===== src/rtl/dfm_pkg.sv =====
package dfm_pkg;
  typedef enum logic [2:0] {
    ST_IDLE,
    ST_CS_LEAD,
    ST_FS_LEAD,
    ST_CLK_LOW,
    ST_CLK_HIGH,
    ST_UPDATE,
    ST_FS_HIGH
  } dfm_state_e;

  typedef enum logic {
    UPD_SCLK = 1'b0,
    UPD_FS   = 1'b1
  } dfm_upd_e;

  function automatic int dfm_max(input int a, input int b);
    return (a > b) ? a : b;
  endfunction
endpackage


===== src/rtl/dfm_timer.sv =====
module dfm_timer #(
  parameter int CNT_W = 4
) (
  input  logic             clk,
  input  logic             rst_n,
  input  logic             load,
  input  logic [CNT_W-1:0] load_val,
  output logic             expired
);
  logic [CNT_W-1:0] cnt_q;

  always_ff @(posedge clk or negedge rst_n) begin
    if (!rst_n)            cnt_q <= '0;
    else if (load)         cnt_q <= load_val;
    else if (cnt_q != '0)  cnt_q <= cnt_q - 1'b1;
  end

  assign expired = (cnt_q == '0);


  timer_reload_chk: assert property (@(posedge clk) disable iff (!rst_n)
    load |=> (cnt_q == $past(load_val)));
endmodule


===== src/rtl/dfm_shifter.sv =====
module dfm_shifter #(
  parameter int WORD_W = 16
) (
  input  logic              clk,
  input  logic              rst_n,
  input  logic              load,
  input  logic [WORD_W-1:0] data,
  input  logic              shift,
  output logic              din,
  output logic              last
);
  localparam int IDX_W = (WORD_W > 1) ? $clog2(WORD_W) : 1;

  logic [WORD_W-1:0] sh_q;
  logic [IDX_W-1:0]  idx_q;

  always_ff @(posedge clk or negedge rst_n) begin
    if (!rst_n) begin
      sh_q  <= '0;
      idx_q <= '0;
    end else if (load) begin
      sh_q  <= data;
      idx_q <= '0;
    end else if (shift) begin
      sh_q  <= {sh_q[WORD_W-2:0], 1'b0};
      idx_q <= idx_q + 1'b1;
    end
  end

  assign din  = sh_q[WORD_W-1];
  assign last = (idx_q == IDX_W'(WORD_W-1));


  no_extra_shift_chk: assert property (@(posedge clk) disable iff (!rst_n)
    shift |-> !last);
endmodule


===== src/rtl/dfm_seq.sv =====
module dfm_seq
  import dfm_pkg::*;
#(
  parameter int T_CSFS  = 1,
  parameter int T_FSCK  = 1,
  parameter int T_SCKH  = 3,
  parameter int T_SCKL  = 3,
  parameter int T_C16FS = 1,
  parameter int T_UPDCS = 1,
  parameter int T_FSH   = 2,
  parameter int CNT_W   = 4
) (
  input  logic             clk,
  input  logic             rst_n,
  input  logic             req_valid,
  input  logic             upd_on_fs,
  input  logic             tmr_expired,
  input  logic             last_bit,
  output logic             tmr_load,
  output logic [CNT_W-1:0] tmr_val,
  output logic             accept,
  output logic             shift,
  output logic             ready,
  output logic             done,
  output logic             cs_n,
  output logic             fs,
  output logic             sclk
);
  localparam int LAST_LOW = dfm_max(T_SCKL, T_C16FS);

  dfm_state_e state_q, state_d;
  dfm_upd_e   mode_q;
  logic       done_q, done_d;

  function automatic logic [CNT_W-1:0] dur(input int t);
    return CNT_W'(t - 1);
  endfunction

  always_comb begin
    state_d  = state_q;
    tmr_load = 1'b0;
    tmr_val  = '0;
    accept   = 1'b0;
    shift    = 1'b0;
    done_d   = 1'b0;
    unique case (state_q)
      ST_IDLE: begin
        if (req_valid) begin
          accept   = 1'b1;
          state_d  = ST_CS_LEAD;
          tmr_load = 1'b1;
          tmr_val  = dur(T_CSFS);
        end
      end
      ST_CS_LEAD: begin
        if (tmr_expired) begin
          state_d  = ST_FS_LEAD;
          tmr_load = 1'b1;
          tmr_val  = dur(T_FSCK);
        end
      end
      ST_FS_LEAD, ST_CLK_HIGH: begin
        if (tmr_expired) begin
          state_d  = ST_CLK_LOW;
          tmr_load = 1'b1;
          tmr_val  = last_bit ? dur(LAST_LOW) : dur(T_SCKL);
        end
      end
      ST_CLK_LOW: begin
        if (tmr_expired) begin
          tmr_load = 1'b1;
          if (last_bit) begin
            state_d = ST_UPDATE;
            tmr_val = dur(T_UPDCS);
          end else begin
            shift   = 1'b1;
            state_d = ST_CLK_HIGH;
            tmr_val = dur(T_SCKH);
          end
        end
      end
      ST_UPDATE: begin
        if (tmr_expired) begin
          state_d  = ST_FS_HIGH;
          tmr_load = 1'b1;
          tmr_val  = dur(T_FSH);
        end
      end
      ST_FS_HIGH: begin
        if (tmr_expired) begin
          state_d = ST_IDLE;
          done_d  = 1'b1;
        end
      end
      default: state_d = ST_IDLE;
    endcase
  end

  always_ff @(posedge clk or negedge rst_n) begin
    if (!rst_n) begin
      state_q <= ST_IDLE;
      mode_q  <= UPD_SCLK;
      done_q  <= 1'b0;
    end else begin
      state_q <= state_d;
      done_q  <= done_d;
      if (accept) mode_q <= dfm_upd_e'(upd_on_fs);
    end
  end

  assign ready = (state_q == ST_IDLE);
  assign done  = done_q;
  assign cs_n  = (state_q == ST_IDLE) || (state_q == ST_FS_HIGH);
  assign fs    = !((state_q inside {ST_FS_LEAD, ST_CLK_LOW, ST_CLK_HIGH}) ||
                   (state_q == ST_UPDATE && mode_q == UPD_SCLK));
  assign sclk  = !((state_q == ST_CLK_LOW) ||
                   (state_q == ST_UPDATE && mode_q == UPD_FS));


  cs_before_fs_chk: assert property (@(posedge clk) disable iff (!rst_n)
    $fell(fs) |-> (!cs_n && $past(!cs_n)));


  cs_release_fs_chk: assert property (@(posedge clk) disable iff (!rst_n)
    $rose(cs_n) |-> fs);


  mode_hold_chk: assert property (@(posedge clk) disable iff (!rst_n)
    (!ready && !$past(ready)) |-> $stable(mode_q));
endmodule


===== src/rtl/dac_frame_master.sv =====
module dac_frame_master #(
  parameter int WORD_W  = 16,
  parameter int T_CSFS  = 1,
  parameter int T_FSCK  = 1,
  parameter int T_SCKH  = 3,
  parameter int T_SCKL  = 3,
  parameter int T_C16FS = 1,
  parameter int T_UPDCS = 1,
  parameter int T_FSH   = 2
) (
  input  logic              clk,
  input  logic              rst_n,
  input  logic              req_valid,
  output logic              req_ready,
  input  logic [WORD_W-1:0] req_data,
  input  logic              upd_on_fs,
  output logic              busy,
  output logic              done,
  output logic              dac_cs_n,
  output logic              dac_fs,
  output logic              dac_sclk,
  output logic              dac_din
);
  import dfm_pkg::*;

  localparam int MAX_T = dfm_max(dfm_max(dfm_max(T_CSFS, T_FSCK), dfm_max(T_SCKH, T_SCKL)),
                                 dfm_max(dfm_max(T_C16FS, T_UPDCS), T_FSH));
  localparam int CNT_W = (MAX_T > 1) ? $clog2(MAX_T) + 1 : 1;

  logic             tmr_load, tmr_expired, accept, shift, last_bit;
  logic [CNT_W-1:0] tmr_val;

  dfm_timer #(.CNT_W(CNT_W)) u_timer (
    .clk(clk), .rst_n(rst_n), .load(tmr_load), .load_val(tmr_val), .expired(tmr_expired)
  );

  dfm_shifter #(.WORD_W(WORD_W)) u_shift (
    .clk(clk), .rst_n(rst_n), .load(accept), .data(req_data), .shift(shift),
    .din(dac_din), .last(last_bit)
  );

  dfm_seq #(
    .T_CSFS(T_CSFS), .T_FSCK(T_FSCK), .T_SCKH(T_SCKH), .T_SCKL(T_SCKL),
    .T_C16FS(T_C16FS), .T_UPDCS(T_UPDCS), .T_FSH(T_FSH), .CNT_W(CNT_W)
  ) u_seq (
    .clk(clk), .rst_n(rst_n), .req_valid(req_valid), .upd_on_fs(upd_on_fs),
    .tmr_expired(tmr_expired), .last_bit(last_bit), .tmr_load(tmr_load),
    .tmr_val(tmr_val), .accept(accept), .shift(shift), .ready(req_ready),
    .done(done), .cs_n(dac_cs_n), .fs(dac_fs), .sclk(dac_sclk)
  );

  assign busy = !req_ready;


  busy_not_ready_chk: assert property (@(posedge clk) disable iff (!rst_n)
    !dac_cs_n |-> (!req_ready && busy));


  sclk_idle_high_chk: assert property (@(posedge clk) disable iff (!rst_n)
    dac_cs_n |-> dac_sclk);


  din_hold_chk: assert property (@(posedge clk) disable iff (!rst_n)
    $fell(dac_sclk) |=> $stable(dac_din));


  done_single_chk: assert property (@(posedge clk) disable iff (!rst_n)
    done |-> (req_ready && $rose(req_ready)));
endmodule


===== config.mk =====
export PLATFORM = sky130hd
export DESIGN_NAME = dac_frame_master
export DESIGN_NICKNAME = d
export VERILOG_FILES = /design/src/rtl/dfm_pkg.sv /design/src/rtl/dfm_timer.sv /design/src/rtl/dfm_shifter.sv /design/src/rtl/dfm_seq.sv /design/src/rtl/dac_frame_master.sv
export SDC_FILE = /design/constraint.sdc
export NUM_CORES = 1
export LEC_CHECK = 0
export BUFFER_PORTS_ARGS = -buffer_cell sky130_fd_sc_hd__buf_4
export CAP_MARGIN = 0
export CORE_ASPECT_RATIO = 1.2
export CORE_UTILIZATION = 45
export DETAILED_ROUTE_END_ITERATION = 10
export PLACE_DENSITY = 0.67
export SKIP_LAST_GASP = 1
export SLEW_MARGIN = 20
export SYNTH_ARGS = -nofsm -noshare
export SYNTH_HDL_FRONTEND = slang
export SYNTH_SLANG_ARGS = --single-unit
export TNS_END_PERCENT = 5

===== constraint.sdc =====
create_clock -name clk -period 1.6 [get_ports clk]
set_clock_uncertainty 0.1 [all_clocks]
set_input_delay 0 -clock clk [delete_from_list [all_inputs] [get_ports clk]]
set_output_delay 0 -clock clk [all_outputs]
set_load 0.03 [all_outputs]

# --- Word level (Yosys, flattened, before mapping) ---
# Index checks and enable logic that the tools add are counted.
word_totals:
  reg_bits: 28
  word_cells: 66
classes:
  addsub: 2
  n_eq_ne: 13
  n_mux: 27
  bitwise: 1
  n_reduce_logical: 17
op_table:
  columns: ["op", "count"]
  rows:
  - ["2-to-1 mux 16 bit", 2]
  - ["2-to-1 mux 3 bit", 9]
  - ["one-hot mux 3 bit (6 select lines)", 1]
  - ["inequality test 2 bit (second input constant)", 6]
  - ["equality test 3 bit (second input constant)", 3]
  - ["2-to-1 mux 1 bit", 9]
  - ["one-hot mux 3 bit (3 select lines)", 1]
  - ["2-to-1 mux 4 bit", 2]
  - ["equality test 3 x 2 -> 1 bit (second input constant)", 2]
  - ["logical NOT 3 bit", 2]
  - ["AND reduction 6 bit", 1]
  - ["nonzero test 3 bit", 2]
  - ["OR reduction 5 bit", 1]
  - ["adder 4 x 1 -> 4 bit (second input constant)", 1]
  - ["equality test 4 bit (second input constant)", 1]
  - ["2-to-1 mux 2 bit", 2]
  - ["nonzero test 2 bit", 2]
  - ["equality test 3 x 1 -> 1 bit (second input constant)", 1]
  - ["logical NOT 1 bit", 3]
  - ["logical OR 1 bit", 3]
  - ["subtractor 3 x 1 -> 3 bit (second input constant)", 1]
  - ["logical AND 1 bit", 2]
  - ["one-hot mux 1 bit (2 select lines)", 1]
  - ["OR reduction 2 bit", 1]
  - ["inverter 1 bit", 1]

# --- Logic depth before layout (Yosys ltp) ---
depth:
  ltp_word: 6
  ltp_mapped: 7

# --- Hierarchy ---
# Synthesis repeated with hierarchy kept, for this count alone.
unflattened:
  cells_unflattened: 159
  area_unflattened_um2: 1536.5
by_module_without_submodules:
  columns: ["mod", "n_inst", "cells_per_inst", "area_each_um2", "seq_area_each_um2"]
  rows:
  - ["dfm_shifter", 1, 87, 940.9, 500.5]
  - ["dfm_seq", 1, 50, 391.6, 125.1]
  - ["dfm_timer", 1, 21, 200.2, 75.1]
  - ["dac_frame_master", 1, 1, 3.8, 0.0]

# --- Least setup slack after synthesis ---
# No wires, ideal clock.
synth_path:
  path_type: "register to output"
  from: "register u_seq.state_q[0]"
  to: "output busy"
  arrival_time_ps: 1777
  required_time_ps: 1500
  setup_slack_ps: -277
  stages_incl_launch_ff: 5
  cell_sequence: "dfrtp_1 buf_6 clkbuf_1 nor3_1 inv_1"
synth_via:
  elab_chain_len: 2
synth_lines:
  columns: ["element", "line", "rtl"]
  rows:
  - ["start: declaration", "dfm_seq.sv:31", "dfm_state_e state_q, state_d;"]
  - ["start signal: assignment", "dfm_seq.sv:105", "state_q <= state_d;"]
  - ["logical NOT 3 bit", "dfm_seq.sv:111", "assign ready = (state_q == ST_IDLE);"]
  - ["via req_ready", "dac_frame_master.sv:14", "output logic req_ready,"]
  - ["logical NOT 1 bit", "dac_frame_master.sv:52", "assign busy = !req_ready;"]
  - ["end: declaration", "dac_frame_master.sv:17", "output logic busy,"]
# The timed path passes the listed nets, and every way through them passes these cells.

# --- Worst setup path in the final report ---
layout_path:
  from: "register u_timer.cnt_q[0]"
  to: "register u_shift.idx_q[0]"
layout_via:
  elab_chain_len: 4
layout_lines:
  columns: ["element", "line", "rtl"]
  rows:
  - ["start: declaration", "dfm_timer.sv:10", "logic [CNT_W-1:0] cnt_q;"]
  - ["start signal: assignment", "dfm_timer.sv:14", "else if (load) cnt_q <= load_val;"]
  - ["start signal: assignment", "dfm_timer.sv:15", "else if (cnt_q != '0) cnt_q <= cnt_q - 1'b1;"]
  - ["logical NOT 3 bit", "dfm_timer.sv:18", "assign expired = (cnt_q == '0);"]
  - ["2-to-1 mux 1 bit", "dfm_seq.sv:70", "if (tmr_expired) begin"]
  - ["2-to-1 mux 1 bit", "dfm_seq.sv:46", "unique case (state_q)"]
  - ["nonzero test 2 bit (no line)", null, null]
  - ["end signal: assignment", "dfm_shifter.sv:26", "idx_q <= idx_q + 1'b1;"]
  - ["end: declaration", "dfm_shifter.sv:15", "logic [IDX_W-1:0] idx_q;"]
# Every way passes these cells.
# A chain may end at the register's enable or synchronous reset.

==> flow_metrics.env <==
export IMPL_clock_sinks=28
export IMPL_area_delta_synth_final_pct=43.3
export IMPL_synth_nets=203
export IMPL_slew_headroom_pct=74.9
export IMPL_fp_dieArea_um2=3950
export IMPL_post_route_period_util_pct=106
export IMPL_cap_violations=0
export IMPL_hold_class="input port to async pin"
export IMPL_final_cell_area_um2=2380
export IMPL_yosys_area_top_type_share_pct=42.1
export IMPL_cts_inserted_buffers=3
export IMPL_cpLargestDelayFamily="simple AND/OR/NAND/NOR gates"
export IMPL_slowest_stage="dfrtp_1"
export IMPL_ir_drop_mv=0.796
export IMPL_clk_pin_slew_ps=100
export IMPL_critPathBufInv=2
export IMPL_cts_max_path_buffers=2
export IMPL_core_area_um2=3420
export IMPL_synth_ff_type="dfrtp_1"
export IMPL_critPathRequiredTime_ps=1710
export IMPL_min_period_ps=1690
export IMPL_synth_async_reset_ratio_pct=100
export IMPL_worst_pin_slew_ps=377
export IMPL_path_cells="inv_2 > ha_4 > nand3b_1 > buf_6 > or4_1 > a21oi_1"
export IMPL_num_rows=23
export IMPL_hold_viol=0
export IMPL_fin_ws_ps=-89.9
export IMPL_gp_congestion=0.791
export IMPL_ant_nets=0
export IMPL_tritoncts="yes"
export IMPL_io_buffers=26
export IMPL_max_stage_delay_ps=400
export IMPL_cp_depth=6
export IMPL_maxSlewViolCount=0
export IMPL_ys_seq_elements=28
export IMPL_ys_warnings_count=0
export IMPL_io_pins=27
export IMPL_wl_per_cell_um=15.4
export IMPL_dpl_cell_area_um2=2060
export IMPL_fmax_mhz=592
export IMPL_grt_start_max_net_pins=29
export IMPL_vias=1597
export IMPL_start_util_pct=48.6
export IMPL_hpwl_um=2890
export IMPL_crit_arrival_ps=1800
export IMPL_path_max_fanout=5
export IMPL_die_h_um=68.6
export IMPL_die_w_um=57.5
export IMPL_grt_pass1_wl_um=7160
export IMPL_drc=4
export IMPL_overflow=0
export IMPL_synth_edf_count=0
export IMPL_cts_root_buf="clkbuf_8"
export IMPL_cp_end_kind="register"
export IMPL_path_class="register to register"
export IMPL_clock_latency_ps=280
export IMPL_syn_inst=180
export IMPL_yosysTopAreaCell="dfrtp_1"
export IMPL_grt_pass1_vias=1602
export IMPL_grt_use_total_pct=24.2
export IMPL_syn_area_per_cell_um2=9.24
export IMPL_final_setup_tns_ps=-405
export IMPL_dr_first_iter_drc_count=56
export IMPL_outcome="finished with violations"
export IMPL_viasPerCell=5.72
export IMPL_synth_area_um2=1660
export IMPL_antenna_found_initial=0
export IMPL_rsz0062_at_grt="true"
export IMPL_synth_area_leaders="dfrtp_1 42%, nand2_1 7.4%, nand4_1 6.8%"
export IMPL_reg2reg_depth=6
export IMPL_worstSetupStartpointType="register"
export IMPL_num_antenna_cells=0
export IMPL_fin_nets=266
export IMPL_preCtsSetupSlack_ps=-73.7
export IMPL_finalSetupViolations=18
export IMPL_fill_cells=254
export IMPL_cts_max_level=1
export IMPL_drt_total_wl_um=4310
export IMPL_violations="design-rule violations, negative setup slack"
export IMPL_power_leakage_nw=1.08
export IMPL_seq_area_frac_synth_pct=42.1
export IMPL_drive_gt1_share_pct=34.7
export IMPL_power_density_nw_per_um2=1810
export IMPL_firstDrtPassIters=7
export IMPL_synth_cell_types=44
flip-flops by register name (all words and copies together), names as in the netlist:
register       count
u_shift.sh_q      16
u_timer.cnt_q      3
u_shift.idx_q      4
u_seq.state_q      3
u_seq.mode_q       1
u_seq.done         1
layer usage:
metal,track usage (%),wire length (µm)
met1,27.9,1730
met2,44.8,2370
met3,2.99,130
met4,11.3,80
met5,0,0
cells in the final DEF, fill, tap and decap left out, drive strengths merged:
| cell | instances |
|---|---|
| nand2 | 40 |
| a211oi | 1 |
| o31ai | 2 |
| ha | 3 |
| o21ai | 3 |
| a2111oi | 1 |
| nor3 | 6 |
| clkbuf | 4 |
| nand2b | 4 |
| nor2b | 4 |
| o31a | 1 |
| inv | 4 |
| o211ai | 15 |
| a31oi | 1 |
| a21o | 3 |
| and3 | 1 |
| a2bb2oi | 1 |
| nor4b | 1 |
| a31o | 1 |
| mux2i | 3 |
| nand3 | 2 |
| nor4 | 1 |
| a311oi | 1 |
| a22o | 1 |
| dlygate4sd3 | 19 |
| a21oi | 6 |
| buf | 53 |
| mux2 | 1 |
| and3b | 1 |
| dfrtp | 28 |
| or3b | 1 |
| or4b | 1 |
| nand3b | 1 |
| or4 | 2 |
| nand4 | 18 |
| nor2 | 6 |
| a21boi | 1 |
path summary, 6_finish.rpt:
check / start / end / slack, ps
worst max register to register: u_timer.cnt_q[0] / u_shift.idx_q[0] / -90
worst min register to register: u_seq.mode_q / u_seq.mode_q / 430
worst min-delay path: rst_n / u_timer.cnt_q[2] / 70
max in group asynchronous: rst_n / u_seq.state_q[0] / 1050
worst max-delay path: u_timer.cnt_q[0] / u_shift.idx_q[0] / -90
min in group clk: upd_on_fs / u_seq.mode_q / 360
cell families after synthesis:
kind of cell    Yosys count  synth area share (%)
compound gates           38                  18.3
simple gates             89                  28.7
flops                    28                  42.1
buf+inv                  18                  6.09
fa+ha+maj                 3                  2.26
mux                       4                  2.48
synth_stat cells (2+ instances only):
| library cell | n |
|---|---|
| nand2_1 | 33 |
| dfrtp_1 | 28 |
| nand4_1 | 18 |
| o211ai_1 | 8 |
| clkbuf_1 | 7 |
| nand2_2 | 7 |
| o211ai_2 | 7 |
| a21oi_1 | 6 |
| nor2_1 | 6 |
| nor3_1 | 5 |
| inv_1 | 4 |
| nor2b_1 | 4 |
| a21o_1 | 3 |
| buf_2 | 3 |
| ha_1 | 3 |
| mux2i_1 | 3 |
| nand2b_1 | 3 |
| buf_6 | 2 |
| nand3_1 | 2 |
| o21ai_0 | 2 |
| o31ai_1 | 2 |
| or4_1 | 2 |
timing repair:
action / in CTS / in global routing
endpoints found under the hold margin: 46 / 0
cloned: 1 / 0
buffers inserted: 3 / 0
setup endpoints to repair: 22 / 28
pin swaps: 4 / 0
gates resized for setup: 9 / 1
hold buffers: 19 / 0
where the power goes:
| part | internal (mW) | switching [mW] |
|---|---|---|
| sequential | 1.02 | 0.226 |
| clock | 0.221 | 0.230 |
| combinational | 1.24 | 1.38 |
| total | 2.48 | 1.83 |
worst reg2reg max path, delay by kind of cell, from the launching register on:
kind | cells | cell delay [ps]
fa+ha+maj | 1 | 150
compound gates | 1 | 140
simple gates | 2 | 570
flops | 1 | 400
buf+inv | 2 | 270
layout make-up:
| class | instances | area (µm²) | area share (%) |
|---|---|---|---|
| clock buffers | 4 | 55.1 | 2.31 |
| inverters | 4 | 15.0 | 0.630 |
| multi-input cells | 134 | 906 | 38.0 |
| flip-flops and latches | 28 | 701 | 29.4 |
| well taps | 37 | 46.3 | 1.94 |
| repair buffers | 72 | 662 | 27.8 |
stage by stage:
step / utilization (%) / power [mW] / std cells / hold WS, ps
finish: 69.6 / 4.31 / 279 / 70.9
global route: 69.6 / 4.65 / 279 / 90.1
CTS: 69.5 / 4.32 / 279 / 90.7
detailed placement: 60.0 / 3.69 / 252 / -148
global placement: 60.0 / 3.60 / 252 / -161
floorplan: - / 2.83 / 180 / -396
Power figures use the tool's default switching activity.
